`src/rtl/mwide_pkg.sv`:
```
package mwide_pkg;

   localparam int unsigned MW_INSTR_W = 32;
   localparam int unsigned MW_IDX_W   = 5;

   // field positions of the instruction word
   localparam int unsigned F_IDX_LO   = 0;
   localparam int unsigned F_IMM_LO   = 5;
   localparam int unsigned F_HW_LO    = 21;
   localparam int unsigned F_CLS_LO   = 23;
   localparam int unsigned F_OP_LO    = 29;
   localparam int unsigned F_SF_BIT   = 31;

   localparam logic [5:0] MW_CLASS    = 6'b100101;

   typedef enum logic [1:0] {
      MW_INV  = 2'b00,
      MW_RSV  = 2'b01,
      MW_ZERO = 2'b10,
      MW_KEEP = 2'b11
   } mw_op_e;

endpackage

```
`src/rtl/mwide_decode.sv`:
```
module mwide_decode
   import mwide_pkg::*;
#(
   parameter int unsigned IMM_W = 16,
   parameter int unsigned HW_W  = 2
) (
   input  logic [MW_INSTR_W-1:0] word,
   output logic                  is_class,
   output mw_op_e                op,
   output logic [HW_W-1:0]       hw,
   output logic [IMM_W-1:0]      imm,
   output logic [MW_IDX_W-1:0]   idx,
   output logic                  is64,
   output logic                  legal
);

   always_comb begin
      is_class = (word[F_CLS_LO +: 6] == MW_CLASS);
      op       = mw_op_e'(word[F_OP_LO +: 2]);
      hw       = word[F_HW_LO +: HW_W];
      imm      = word[F_IMM_LO +: IMM_W];
      idx      = word[F_IDX_LO +: MW_IDX_W];
      is64     = word[F_SF_BIT];
      // reserved opcode, or a 32-bit form that selects an upper lane
      legal    = (op != MW_RSV) && (is64 || !hw[HW_W-1]);
   end

endmodule

```
`src/rtl/mwide_lane_build.sv`:
```
module mwide_lane_build
   import mwide_pkg::*;
#(
   parameter int unsigned IMM_W = 16,
   parameter int unsigned LANES = 4,
   localparam int unsigned HW_W  = $clog2(LANES),
   localparam int unsigned DATA_W = IMM_W * LANES
) (
   input  mw_op_e             op,
   input  logic [HW_W-1:0]    hw,
   input  logic [IMM_W-1:0]   imm,
   input  logic               is64,
   input  logic [DATA_W-1:0]  old_val,
   output logic [DATA_W-1:0]  result
);

   localparam int unsigned NARROW_LANES = LANES / 2;

   for (genvar g = 0; g < LANES; g++) begin : g_lane
      localparam logic [HW_W-1:0] LANE_ID = g[HW_W-1:0];
      logic             sel;
      logic [IMM_W-1:0] lane_val;

      always_comb begin
         sel = (hw == LANE_ID);
         unique case (op)
            MW_INV:  lane_val = sel ? ~imm : {IMM_W{1'b1}};
            MW_ZERO: lane_val = sel ? imm  : '0;
            MW_KEEP: lane_val = sel ? imm  : old_val[g*IMM_W +: IMM_W];
            default: lane_val = '0;
         endcase
         // narrow form zero-extends into the upper half
         if (!is64 && (g >= NARROW_LANES))
            lane_val = '0;
      end

      assign result[g*IMM_W +: IMM_W] = lane_val;
   end

endmodule

```
`src/rtl/mwide_exec.sv`:
```
module mwide_exec
   import mwide_pkg::*;
#(
   parameter int unsigned IMM_W = 16,
   parameter int unsigned LANES = 4,
   localparam int unsigned HW_W   = $clog2(LANES),
   localparam int unsigned DATA_W = IMM_W * LANES
) (
   input  logic                  clk,
   input  logic                  rst_n,
   input  logic                  instr_valid,
   input  logic [MW_INSTR_W-1:0] instr_word,
   input  logic [DATA_W-1:0]     rd_old,
   output logic                  wr_en,
   output logic [MW_IDX_W-1:0]   wr_idx,
   output logic [DATA_W-1:0]     wr_data,
   output logic                  wr_is32,
   output logic                  undef_op
);

   // the instruction fields are fixed: 16-bit immediate, 2-bit hw, 4 lanes
   if (IMM_W != 16 || LANES != 4) begin : g_bad_cfg
      $error("mwide_exec: field layout needs IMM_W=16 and LANES=4");
   end

   logic             dec_class;
   mw_op_e           dec_op;
   logic [HW_W-1:0]  dec_hw;
   logic [IMM_W-1:0] dec_imm;
   logic [MW_IDX_W-1:0] dec_idx;
   logic             dec_is64;
   logic             dec_legal;
   logic [DATA_W-1:0] lane_result;
   logic             accept;

   mwide_decode #(.IMM_W(IMM_W), .HW_W(HW_W)) u_dec (
      .word     (instr_word),
      .is_class (dec_class),
      .op       (dec_op),
      .hw       (dec_hw),
      .imm      (dec_imm),
      .idx      (dec_idx),
      .is64     (dec_is64),
      .legal    (dec_legal)
   );

   mwide_lane_build #(.IMM_W(IMM_W), .LANES(LANES)) u_build (
      .op      (dec_op),
      .hw      (dec_hw),
      .imm     (dec_imm),
      .is64    (dec_is64),
      .old_val (rd_old),
      .result  (lane_result)
   );

   assign accept = instr_valid && dec_class;

   always_ff @(posedge clk) begin
      if (!rst_n) begin
         wr_en    <= 1'b0;
         undef_op <= 1'b0;
         wr_idx   <= '0;
         wr_data  <= '0;
         wr_is32  <= 1'b0;
      end else begin
         wr_en    <= accept && dec_legal;
         undef_op <= accept && !dec_legal;
         if (accept && dec_legal) begin
            wr_idx  <= dec_idx;
            wr_data <= lane_result;
            wr_is32 <= !dec_is64;
         end
      end
   end

endmodule

```
`config.mk`:
```
export PLATFORM = sky130hd
export DESIGN_NAME = mwide_exec
export DESIGN_NICKNAME = d
export VERILOG_FILES = /design/src/rtl/mwide_pkg.sv /design/src/rtl/mwide_decode.sv /design/src/rtl/mwide_lane_build.sv /design/src/rtl/mwide_exec.sv
export SDC_FILE = /design/constraint.sdc
export NUM_CORES = 1
export LEC_CHECK = 0
export BUFFER_PORTS_ARGS = -buffer_cell sky130_fd_sc_hd__buf_2
export CAP_MARGIN = 0
export CORE_ASPECT_RATIO = 0.8
export CORE_MARGIN = 1.5
export CORE_UTILIZATION = 54
export CTS_BUF_LIST = sky130_fd_sc_hd__clkbuf_4
export CTS_CLUSTER_SIZE = 28
export DETAILED_ROUTE_END_ITERATION = 12
export GPL_TIMING_DRIVEN = 0
export PLACE_DENSITY = 0.93
export SLEW_MARGIN = 10
export SYNTH_ARGS = -nofsm -noshare
export SYNTH_HDL_FRONTEND = slang
export SYNTH_SLANG_ARGS = --single-unit
```
`constraint.sdc`:
```
create_clock -name clk -period 2.31 [get_ports clk]
set_input_delay 0.1155 -clock clk [delete_from_list [all_inputs] [get_ports clk]]
set_output_delay 0.1155 -clock clk [all_outputs]
set_load 0.005 [all_outputs]
```
## After elaboration in Yosys (flattened, before gate mapping)

Index checks and enable logic that the tools add are counted.

| word-level totals | value |
|---|---|
| memory bits (read-only) | 0 |
| output and inout bits | 72 |
| RAM bits | 0 |
| flip-flop bits (word level) | 72 |
| latch bits | 0 |
| memories | 0 |
| word-level logic and storage cells | 41 |
| bits of input ports | 99 |

| cells by class | value |
|---|---|
| bitwise operators | 1 |
| shift operators | 0 |
| add/sub/neg operators | 0 |
| muxes and demuxes | 18 |
| $lt $le $gt $ge | 0 |
| $mul | 0 |
| div/mod/pow operators | 0 |
| reductions and logical operators | 10 |
| equal/unequal tests | 7 |

Operator list:

| operator | count |
|---|---|
| two-way mux 16 bit | 14 |
| case mux 16 bit (3 select lines) | 4 |
| inverter 16 bit | 1 |
| equality test 2 bit (second input constant) | 4 |
| equality test 6 bit (second input constant) | 1 |
| logical AND 1 bit | 4 |
| logical NOT 2 bit | 2 |
| logical NOT 1 bit | 3 |
| equality test 2 x 1 -> 1 bit (second input constant) | 1 |
| inequality test 2 x 1 -> 1 bit (second input constant) | 1 |
| logical OR 1 bit | 1 |

## Logic depth before layout (Yosys ltp)

| depth | value |
|---|---|
| depth in word-level cells | 5 |
| mapped depth | 7 |
| mapped depth without buffers | 4 |

## Hierarchy

A second synthesis with hierarchy kept.

| second synthesis, totals | value |
|---|---|
| cells, all modules | 598 |
| area, all modules | 4862.2 um2 |

Modules (own cells, without submodules):

| module | seq. area each (um2) | area an instance (um2) | times used | cells an instance |
|---|---|---|---|---|
| mwide_exec | 1441.4 | 2932.8 | 1 | 310 |
| mwide_lane_build | 0.0 | 1695.4 | 1 | 257 |
| mwide_decode | 0.0 | 234.0 | 1 | 31 |

## Least setup slack after synthesis

No wires, ideal clock.

| timing path | value |
|---|---|
| kind | input to register |
| start | input instr_word[24] |
| end | register wr_data[44] |
| data arrival time | 1.378 ns |
| data required time | 2.184 ns |
| slack | 0.806 ns |
| library setup time | 0.126 ns |
| path buffers | 3 |
| stages on the path | 6 |
| cells stage by stage | or3b_4 -> a2111oi_4 -> buf_6 -> buf_2 -> buf_2 -> o32ai_2 |

| between the ends | value |
|---|---|
| cells in the longest elaborated chain, start to end | 3 |

RTL lines:

| what | line | RTL |
|---|---|---|
| start, declared | mwide_exec.sv:12 | `input logic [MW_INSTR_W-1:0] instr_word,` |
| equality test 6 bit | mwide_decode.sv:18 | `is_class = (word[F_CLS_LO +: 6] == MW_CLASS);` |
| logical AND 1 bit | mwide_exec.sv:56 | `assign accept = instr_valid && dec_class;` |
| logical AND 1 bit | mwide_exec.sv:68 | `if (accept && dec_legal) begin` |
| end signal, assigned | mwide_exec.sv:70 | `wr_data <= lane_result;` |
| end, declared | mwide_exec.sv:16 | `output logic [DATA_W-1:0] wr_data,` |

Every way passes these cells.
A chain may end at the register's enable or synchronous reset.

## Worst setup path after layout

| timing path | value |
|---|---|
| start | input instr_word[30] |
| end | register wr_data[35] |

| between the ends | value |
|---|---|
| cells in the longest elaborated chain, start to end | 3 |
| elaborated cells between the ends (all ways) | 8 |
| classes of those cells | 3 x eq/ne; 2 x mux; 3 x reduce/logical |

RTL lines:

| what | line | RTL |
|---|---|---|
| equality test 2 bit (tied with other cells) | mwide_lane_build.sv:26 | `unique case (op)` |
| case mux 16 bit (3 select lines) or logical AND 1 bit (tied branches) | mwide_lane_build.sv:26, mwide_decode.sv:25 |  |
| two-way mux 16 bit or logical AND 1 bit (tied branches) | mwide_lane_build.sv:33, mwide_exec.sv:68 |  |

Parallel ways exist; a longest one is shown, timed or not.

==> impl_metrics.csv <==
group,metric,value,unit
synthesis,synth_cell_types,35,
timing,skew,0,ns
floorplan,io_pins,171,
synthesis,synth_fa_ha_area_share,0,%
floorplan,die_w,102,um
floorplan,start_util,56.3,%
power,p_leak,0.00245,uW
timing,relSlewSlack,59.5,%
power,p_seq_share,49.3,%
timing,worst_pin_slew,0.607,ns
floorplan,dieArea,0.00832,sq mm
place,gp_congestion,0.890,
timing,period_minus_slack,1.51,ns
clock_network,cts_resized,0,
worst_setup_path,path_class,"in2reg",
synthesis,synth_top_family_by_area,"compound AO/OA/AOI/OAI gates",
finish,drive_gt1_share,29.9,%
floorplan,core,0.00746,sq mm
worst_setup_path,critical-path-max-stage-delay,0.40,ns
finish,diodes,0,
route,drtIter0Drc,391,
floorplan,row_count,28,
clock_network,clock_latency,0.43,ns
clock_network,clkSinkCount,72,
power,power.density,473,mW/mm^2
finish,area_delta_synth_final,27.4,%
synthesis,synth-compound-area-share,34.2,%
grt,track_usage,36.6,%
place,hpwl,11.0,mm
worst_setup_path,worstPathCellList,"buf_2 -> clkbuf_1 -> clkinv_1 -> clkbuf_1 -> a211oi_1 -> o32ai_2",
worst_hold_path,hold_class,"in2reg",
grt,overflow,0,
clock_network,cts_buffers,9,
route,vias,5120,
power,swShare,30.9,%
finish,final_common_cell,"buf_2",
run_status,status,"finished clean",
route,routedWlPerCell,18.7,um
route,routed_wl,15.4,mm
worst_setup_path,worst_setup_path_end_kind,"flop",
grt,grt_pass1_wl,23.1,mm
synthesis,synth_nets,630,
timing,timing.setup.tns,0,ns
synthesis,synthCells,531,
timing,fmax,660,MHz
power,pwr-share-clk,31.8,%
timing,rsz0062_at_grt,"false",
grt,grt_pass1_vias,4690,
finish,nets,814,
synthesis,avgSynthCellArea,7.91,sq um
clock_network,cts_setup_buffers,0,
timing,finalHoldViolCount,0,
power,p_int,1750,uW
worst_hold_path,whs_path_depth,3,
synthesis,syn_area,0.00420,sq mm
route,antenna_left,0,
worst_setup_path,worstPathMaxFanout,10,
route,viasPerCell,6.21,
synthesis,synth_xor_area_share,0,%
clock_network,cts.path.max_buffers,2,
worst_setup_path,critPathRequiredTime,2.64,ns
clock_network,clk_pin_slew,0.13,ns
clock_network,cts_root_buffer,"clkbuf_4",
place,port_buffers,168,
synthesis,synth_simple_gate_area_share,23.8,%
timing,setup-violations-final,0,
synthesis,synth-seq-cells,72,
power,p_total,2530,uW
worst_setup_path,cp_common_cell,"clkbuf_1",
grt,antenna_found_initial,0,
route,drc_errors,0,
synthesis,yosysWarnings,0,
route,firstDrtPassIters,5,
clock_network,htree_levels,3,
timing,slew_viol_final,0,
finish,layout_common_cells,"buf_2, nand2_1, dfxtp_1",
floorplan,die_h,81.9,um
power,p_switching,782,uW
timing,period_share,65.6,%
worst_setup_path,r2r_cells,2,
synthesis,synth.mux.area_fraction,1.19,%
worst_setup_path,arrival,1.85,ns
worst_setup_path,start_kind,"primary input",
grt,grt_max_degree,13,
power,vdd_drop_max,278,uV
finish,final_core_util,71.7,%
run,drv_cap,0,
worst_setup_path,crit_slowest_cell,"clkbuf_1",
power,p_comb_share,18.9,%
clock_network,cts_tree,"done",
synthesis,synth-seq-area-share,34.3,%
[path summary, 6_finish.rpt]
kind	start	endpoint	slack (ns)
worst max-delay path	instr_word[30]	wr_data[35]	0.80
worst min-delay path	instr_word[31]	wr_is32	0.03
worst max register to register	wr_data[28]	wr_data[28]	1.61
worst min register to register	wr_data[15]	wr_data[15]	0.45
[cell families (layout without fill, tap and decap cells)]
| logic type | Yosys count | count (layout) |
|---|---|---|
| mux | 5 | 5 |
| flops | 72 | 72 |
| compound gates | 182 | 182 |
| buf+inv | 61 | 250 |
| simple gates | 211 | 211 |
[cell usage after synthesis]
library cell  number  area share, %
o21a_1             1           0.18
o22ai_1           16            2.4
nand2_1          115             10
o21ai_0           14            1.7
and2_1            15            2.2
mux2i_1            5            1.2
o211a_1            2           0.48
clkbuf_1          41            3.7
a32oi_1           31            6.5
or3b_4             1           0.27
a22o_1            16            3.3
nor2b_1            8            1.2
buf_2             12            1.4
nand3_4            1           0.42
buf_6              3           0.80
o211ai_1           1           0.18
and3_1            30            4.5
buf_4              1           0.18
dfxtp_1           72             34
a211oi_1          32            5.7
a2111oi_4          1           0.66
inv_1              2           0.18
a21o_1            17            3.0
nand4b_1           1           0.21
nand3_1            2           0.24
and3b_1            1           0.21
nand2b_1          17            2.5
o32ai_1            2           0.42
a21oi_1           33            3.9
clkinv_1           1          0.089
o32ai_2           14            5.4
a31oi_1            1           0.15
a21boi_1           1           0.18
buf_1              1          0.089
nor2_1            20            1.8
[metrics by stage]
stage | setup slack [ns] | cells | cell area, sq um | hold slack, ns
after floorplan | 0.806 | 531 | 4200 | 0.285
after global placement | 0.440 | 804 | 5170 | 0.369
after detailed placement | 0.421 | 804 | 5170 | 0.388
after CTS | 0.859 | 825 | 5350 | 0.0235
after global routing | 0.712 | 825 | 5350 | 0.00704
final | 0.795 | 825 | 5350 | 0.0322
[worst max-delay path, delay by kind of cell]
kind            cells  cell delay, ns
compound gates      2            0.50
buf+inv             4            1.21
[final cells by class]
class / instances / area (sq um)
multi-input combinational: 398 / 2490
fill: 606 / 2110
sequential: 72 / 1440
timing repair buffer: 173 / 891
buffer: 58 / 259
tap: 105 / 131
clock buffer: 9 / 67.6
clock inverter: 7 / 62.6
inverter: 3 / 11.3
[what timing repair did]
item	in CTS	in global routing
endpoints found under the setup margin	0	0
hold buffers	5	0
endpoints found under the hold margin	5	0
[power groups by stage]
stage	combinational [uW]	clock (uW)	sequential [uW]
after floorplan	259	0	1270
after global placement	436	0	1270
after detailed placement	451	0	1270
after CTS	460	789	1250
after global routing	512	845	1250
final	478	805	1250
[flip-flops by register name, summed over array words and instances, names as in the netlist]
name      cells
wr_idx        5
undef_op      1
wr_data      64
wr_en         1
wr_is32       1
[metal layers]
| metal | vias to the layer above | global-route usage (%) | share of wire [%] |
|---|---|---|---|
| li1 | 2317 | - | - |
| met1 | 2352 | 45.9 | 38 |
| met2 | 382 | 57.5 | 44 |
| met3 | 69 | 10.8 | 13 |
| met4 | 0 | 18.1 | 4.4 |
| met5 | - | 0 | 0 |
(Power assumes the default switching activity.)
